==> config.mk <==
export PLATFORM = sky130hd
export DESIGN_NAME = mem_range_dec
export DESIGN_NICKNAME = d
export VERILOG_FILES = /design/src/rtl/mrd_pkg.sv /design/src/rtl/mrd_window.sv /design/src/rtl/mrd_attr.sv /design/src/rtl/mrd_out_stage.sv /design/src/rtl/mem_range_dec.sv
export SDC_FILE = /design/constraint.sdc
export NUM_CORES = 1
export LEC_CHECK = 0
export BUFFER_PORTS_ARGS = -buffer_cell sky130_fd_sc_hd__buf_2
export CAP_MARGIN = 40
export CORE_ASPECT_RATIO = 0.9
export CORE_MARGIN = 5
export CORE_UTILIZATION = 25
export DETAILED_ROUTE_END_ITERATION = 16
export GPL_ROUTABILITY_DRIVEN = 0
export PLACE_DENSITY = 0.41
export REMOVE_ABC_BUFFERS = 1
export SLEW_MARGIN = 10
export SYNTH_ARGS = -nofsm -noshare
export SYNTH_HDL_FRONTEND = slang
export SYNTH_SLANG_ARGS = --single-unit
==> constraint.sdc <==
create_clock -name clk -period 5.4 [get_ports clk]
set_clock_uncertainty 0.15 [all_clocks]
set_input_delay 1.08 -clock clk [delete_from_list [all_inputs] [get_ports clk]]
set_output_delay 1.08 -clock clk [all_outputs]
set_load 0.01 [all_outputs]
==> src/rtl/mrd_pkg.sv <==
package mrd_pkg;

    // Access attribute of one low-megabyte subregion: bit0 = read ok, bit1 = write ok
    typedef enum logic [1:0] {
        ATTR_OFF = 2'b00,
        ATTR_RO  = 2'b01,
        ATTR_WO  = 2'b10,
        ATTR_RW  = 2'b11
    } attr_e;

    // Range classification produced by the window comparator
    typedef struct packed {
        logic gap_en;
        logic in_lower;
        logic in_upper;
    } range_t;

    function automatic logic attr_allows(attr_e a, logic is_wr);
        logic ok;
        case (a)
            ATTR_RW:  ok = 1'b1;
            ATTR_RO:  ok = ~is_wr;
            ATTR_WO:  ok = is_wr;
            default:  ok = 1'b0;
        endcase
        return ok;
    endfunction

endpackage

==> src/rtl/mrd_window.sv <==
module mrd_window
    import mrd_pkg::*;
#(
    parameter int ADDR_W = 36
) (
    input  logic [ADDR_W-1:0] addr,
    input  logic [ADDR_W-1:0] base,
    input  logic [ADDR_W-1:0] limit,
    input  logic [ADDR_W-1:0] gap_low,
    input  logic [ADDR_W-1:0] gap_high,
    output logic              hit,
    output logic [ADDR_W-1:0] offset
);
    range_t             rng;
    logic               above_base;
    logic               below_limit;
    logic [ADDR_W-1:0]  gap_size;
    logic [ADDR_W-1:0]  rel;

    always_comb begin
        above_base   = (addr >= base);
        below_limit  = (addr < limit);
        rng.gap_en   = (gap_high > gap_low);
        if (rng.gap_en) begin
            rng.in_lower = above_base && (addr < gap_low) && below_limit;
            rng.in_upper = above_base && (addr >= gap_high) && below_limit;
        end else begin
            rng.in_lower = above_base && below_limit;
            rng.in_upper = 1'b0;
        end
        gap_size = rng.gap_en ? (gap_high - gap_low) : '0;
        rel      = addr - base;
        hit      = rng.in_lower | rng.in_upper;
        if (!hit)
            offset = '0;
        else if (rng.in_upper)
            offset = rel - gap_size;
        else
            offset = rel;
    end

endmodule

==> src/rtl/mrd_attr.sv <==
module mrd_attr
    import mrd_pkg::*;
#(
    parameter int ADDR_W   = 36,
    parameter int SUBREG_N = 16,
    parameter int SUB_BITS = 16
) (
    input  logic [ADDR_W-1:0]     addr,
    input  logic                  is_wr,
    input  logic [2*SUBREG_N-1:0] attr,
    output logic                  allow
);
    localparam int IDX_W = (SUBREG_N > 1) ? $clog2(SUBREG_N) : 1;
    localparam logic [ADDR_W-1:0] LOW_TOP = ADDR_W'(SUBREG_N) << SUB_BITS;

    attr_e            slot_attr [SUBREG_N];
    logic [IDX_W-1:0] idx;
    logic             in_low_mb;

    for (genvar g = 0; g < SUBREG_N; g++) begin : g_slot
        assign slot_attr[g] = attr_e'(attr[2*g +: 2]);
    end

    always_comb begin
        in_low_mb = (addr < LOW_TOP);
        idx       = addr[SUB_BITS +: IDX_W];
        allow     = in_low_mb ? attr_allows(slot_attr[idx], is_wr) : 1'b1;
    end

endmodule

==> src/rtl/mrd_out_stage.sv <==
module mrd_out_stage #(
    parameter int ADDR_W  = 36,
    parameter bit OUT_REG = 1'b1
) (
    input  logic              clk,
    input  logic              rst,
    input  logic              hit_d,
    input  logic              permit_d,
    input  logic [ADDR_W-1:0] offset_d,
    output logic              hit_q,
    output logic              permit_q,
    output logic [ADDR_W-1:0] offset_q
);
    if (OUT_REG) begin : g_reg
        always_ff @(posedge clk) begin
            if (rst) begin
                hit_q    <= 1'b0;
                permit_q <= 1'b0;
                offset_q <= '0;
            end else begin
                hit_q    <= hit_d;
                permit_q <= permit_d;
                offset_q <= offset_d;
            end
        end
    end else begin : g_comb
        assign hit_q    = hit_d;
        assign permit_q = permit_d;
        assign offset_q = offset_d;
    end

endmodule

==> src/rtl/mem_range_dec.sv <==
module mem_range_dec
    import mrd_pkg::*;
#(
    parameter int ADDR_W   = 36,
    parameter int SUBREG_N = 16,
    parameter int SUB_BITS = 16,
    parameter bit OUT_REG  = 1'b1
) (
    input  logic                  clk,
    input  logic                  rst,
    input  logic [ADDR_W-1:0]     addr_i,
    input  logic                  wr_i,
    input  logic [ADDR_W-1:0]     base_i,
    input  logic [ADDR_W-1:0]     limit_i,
    input  logic [ADDR_W-1:0]     gap_low_i,
    input  logic [ADDR_W-1:0]     gap_high_i,
    input  logic [2*SUBREG_N-1:0] attr_i,
    output logic                  hit_o,
    output logic                  permit_o,
    output logic [ADDR_W-1:0]     offset_o
);
    localparam int IDX_W = (SUBREG_N > 1) ? $clog2(SUBREG_N) : 1;
    localparam logic [ADDR_W-1:0] LOW_TOP = ADDR_W'(SUBREG_N) << SUB_BITS;

    logic              win_hit;
    logic [ADDR_W-1:0] win_off;
    logic              attr_ok;
    logic              permit_d;

    mrd_window #(.ADDR_W(ADDR_W)) u_window (
        .addr     (addr_i),
        .base     (base_i),
        .limit    (limit_i),
        .gap_low  (gap_low_i),
        .gap_high (gap_high_i),
        .hit      (win_hit),
        .offset   (win_off)
    );

    mrd_attr #(
        .ADDR_W   (ADDR_W),
        .SUBREG_N (SUBREG_N),
        .SUB_BITS (SUB_BITS)
    ) u_attr (
        .addr  (addr_i),
        .is_wr (wr_i),
        .attr  (attr_i),
        .allow (attr_ok)
    );

    assign permit_d = win_hit & attr_ok;

    mrd_out_stage #(.ADDR_W(ADDR_W), .OUT_REG(OUT_REG)) u_out (
        .clk      (clk),
        .rst      (rst),
        .hit_d    (win_hit),
        .permit_d (permit_d),
        .offset_d (win_off),
        .hit_q    (hit_o),
        .permit_q (permit_o),
        .offset_q (offset_o)
    );

    // Checks on the registered outputs against the inputs one cycle earlier
    if (OUT_REG) begin : g_chk
        logic [1:0] cur_slot;
        assign cur_slot = attr_i[{addr_i[SUB_BITS +: IDX_W], 1'b0} +: 2];

        a_r8_permit_needs_hit: assert property (@(posedge clk) disable iff (rst)
            permit_o |-> hit_o);

        a_r3_hole_never_hits: assert property (@(posedge clk) disable iff (rst)
            (gap_high_i > gap_low_i && addr_i >= gap_low_i && addr_i < gap_high_i)
            |=> !hit_o);

        a_r6_limit_never_hits: assert property (@(posedge clk) disable iff (rst)
            (addr_i >= limit_i) |=> !hit_o);

        a_r7_disabled_slot_denies: assert property (@(posedge clk) disable iff (rst)
            (addr_i < LOW_TOP && cur_slot == 2'b00) |=> !permit_o);

        a_r10_miss_zero_offset: assert property (@(posedge clk) disable iff (rst)
            !hit_o |-> (offset_o == '0 && !permit_o));

        a_r9_high_hit_permitted: assert property (@(posedge clk) disable iff (rst)
            (addr_i >= LOW_TOP && addr_i >= base_i && addr_i < limit_i &&
             !(gap_high_i > gap_low_i && addr_i >= gap_low_i && addr_i < gap_high_i))
            |=> (hit_o && permit_o));
    end

endmodule

==> flow_metrics.py <==
metrics = {
    "run_status": {
        "status": "complete, but fails checks",
        "violations": "negative setup slack",
    },
    "timing": {
        "slew_headroom_pct": 48.1,
        "fin_ws_ns": -0.0860,
        "fin_crit_ns": 5.49,
        "maxSlewViolCount": 0,
        "setup_tns_ns": -0.163,
        "fmax_mhz": 182,
        "finalCritPeriodShare_pct": 102,
        "worst_pin_slew_ns": 0.770,
        "rsz0062_at_grt": "yes",
        "setup_viol": 2,
        "hold_viol": 0,
    },
    "cts": {
        "cts_htree_levels": 2,
        "cts_buffers": 5,
        "cts_tree": "done",
        "cts_buffer_depth": 2,
        "clockRootBuffer": "clkbuf_16",
        "cts.clk_slew.worst_paths_ns": 0.07,
        "cts_sinks": 38,
    },
    "placed_design": {
        "dp_cells": 2528,
        "post-place-ws_ns": -0.838,
        "hpwl_mm": 38.6,
        "placed_cell_area_um2": 14800,
        "port_buffers": 252,
    },
    "route": {
        "antenna_left": 0,
        "wl_per_cell_um": 16.9,
        "wirelength_mm": 43.1,
        "drt_iter0_drc": 394,
        "first_pass_iters": 4,
        "via_per_inst": 4.73,
        "drc": 0,
        "via_count": 12100,
    },
    "die": {
        "die_w_um": 222,
        "die_h_um": 201,
        "core_um2": 40400,
        "rows": 70,
        "start_util_pct": 25.1,
        "ios": 253,
        "die-area_um2": 44600,
    },
    "setup_path": {
        "cpMostUsedCell": "buf_4",
        "critPathRequiredTime_ns": 5.43,
        "max_stage_delay_ns": 0.40,
        "slowest_stage": "or4_1",
        "start_kind": "input pin",
        "critical_path.top_delay_family": "compound AO/OA/AOI/OAI gates",
        "crit_type": "input pin to flop",
        "crit_path_end_kind": "flop",
        "crit_fanout": 3,
        "crit_buf_inv": 5,
        "cp.arrival_ns": 5.52,
    },
    "synthesis": {
        "synth_area_per_cell_um2": 7.35,
        "synth_cell_types": 78,
        "synth_top_cell_area_share_pct": 26.3,
        "syn_inst": 1378,
        "synth_area_leaders": "ha_1, dfxtp_1, a21oi_1",
        "synth_flop_cell": "dfxtp_1",
        "synth_common_cells": "ha_1, inv_1, a21oi_1",
        "async_flop_share_pct": 0,
        "ys_seq_area_share_pct": 7.51,
        "yosysTopAreaCell": "ha_1",
        "synth-seq-cells": 38,
        "synth_warnings": 0,
        "yosysMostFrequentCell": "ha_1",
        "syn_area_um2": 10100,
        "synth_edf_count": 0,
    },
    "power": {
        "p_clk_share_pct": 12.2,
        "pwr-share-comb_pct": 79.1,
        "cellInternalPower_w": 0.00197,
        "leakagePower_nw": 8.38,
        "switchingPower_w": 0.00145,
        "vdd_ir_drop_max_mv": 0.141,
        "p_seq_share_pct": 8.7,
        "switching_share_pct": 42.4,
        "cellPowerDensity_nw_per_um2": 216,
    },
    "layout": {
        "utilization_pct": 39.1,
        "stdcell_area_um2": 15800,
        "nets": 2443,
        "antenna-diode-count": 0,
        "drive_above_1_share_pct": 39.0,
        "syn_to_final_growth_pct": 56.0,
        "fin_cells": 2553,
    },
    "hold_path": {
        "hp-class": "input pin to flop",
        "hp-start": "base_i[0]",
        "hold_path_depth": 4,
        "hold_end": "u_out.offset_q[0]",
    },
    "global_routing": {
        "grt_overflow_total": 0,
        "antenna_found_initial": 1,
        "grt_pass1_vias": 12200,
        "grt_pass1_wl_mm": 66.1,
        "grt_max_degree": 36,
        "gr-usage-all-layers_pct": 18.4,
    },
    "job": {
        "drv_cap": 0,
    },
}
==> final cells by class <==
class                      count  area, um^2
tap                          540         676
multi-input combinational   1142        9200
timing repair buffer         651        4310
fill                        4254       24600
clock buffer                   6         139
clock inverter                 2        60.1
inverter                     174         658
sequential                    38         761
==> tightest hold or removal path: cells and delay by family <==
family	cells	cell delay, ns
buffers and inverters	1	0.10
multiplexers	1	0.12
adder cells (fa/ha/maj)	1	0.14
AND/OR/NAND/NOR	1	0.03
==> metrics by stage <==
step                hold WS, ns  power [W]
CTS                        1.05    0.00326
global route               1.08    0.00372
detailed placement         1.32    0.00273
global placement           1.33    0.00272
finish                     1.06    0.00342
floorplan                  1.13    0.00164
==> cell usage in the layout, fill, tap and decap left out, drive strengths merged, types with 21 or more instances in the layout <==
master / count
o21ai: 65
nand3: 30
xnor2: 59
buf: 651
nand2: 102
a211oi: 23
a21o: 82
o21a: 24
xor2: 21
inv: 174
nand4: 31
a21oi: 134
nor2: 107
nor3: 25
dfxtp: 38
mux2i: 25
ha: 213
==> repair_timing <==
action | 4_1_cts | 5_1_grt
endpoints found under the setup margin | 17 | 22
gates resized for setup | 57 | 77
pin swaps | 37 | 60
hold buffers | 0 | 0
setup buffers | 7 | 11
cloned | 0 | 0
==> how the worst max path moves through the flow <==
stage | from | endpoint | depth (start not counted)
2_1_floorplan | gap_high_i[0] | u_out.offset_q[35] | 25
3_3_place_gp | gap_high_i[0] | u_out.offset_q[35] | 26
3_5_place_dp | gap_high_i[0] | u_out.offset_q[35] | 26
4_1_cts | addr_i[0] | u_out.offset_q[35] | 26
5_1_grt | gap_high_i[0] | u_out.offset_q[28] | 27
6_report | addr_i[0] | u_out.offset_q[29] | 26
==> cell families (layout without fill, tap and decap cells) <==
family,Yosys count,in the layout,synth area share (%)
AO/OA/AOI/OAI,430,430,28.0
XOR/XNOR,80,80,6.92
adder cells (fa/ha/maj),216,216,26.9
buffers and inverters,198,833,7.56
flip-flops,38,38,7.51
multiplexers,36,36,4.81
AND/OR/NAND/NOR,380,380,18.3
==> layer usage <==
| layer | track usage, % | part of all wire, % | vias to the layer above |
|---|---|---|---|
| met5 | 0 | 0.030 | - |
| met4 | 2.80 | 1.1 | 2 |
| met3 | 1.86 | 3.5 | 20 |
| met2 | 30.2 | 45 | 234 |
| met1 | 26.6 | 50 | 5578 |
| li1 | - | - | 6251 |
==> registers in the layout, summed over array words and instances, names as in the netlist <==
register,count
u_out.offset_q,36
u_out.hit_q,1
u_out.permit_q,1
==> power by group through the flow <==
stage | combinational [W] | sequential, W | clock (W)
after CTS | 0.00253 | 0.000297 | 0.000433
after detailed placement | 0.00243 | 0.000303 | 0
after floorplan | 0.00133 | 0.000310 | 0
final | 0.00270 | 0.000297 | 0.000417
after global routing | 0.00298 | 0.000298 | 0.000439
after global placement | 0.00242 | 0.000304 | 0
(Power assumes the default switching activity.)
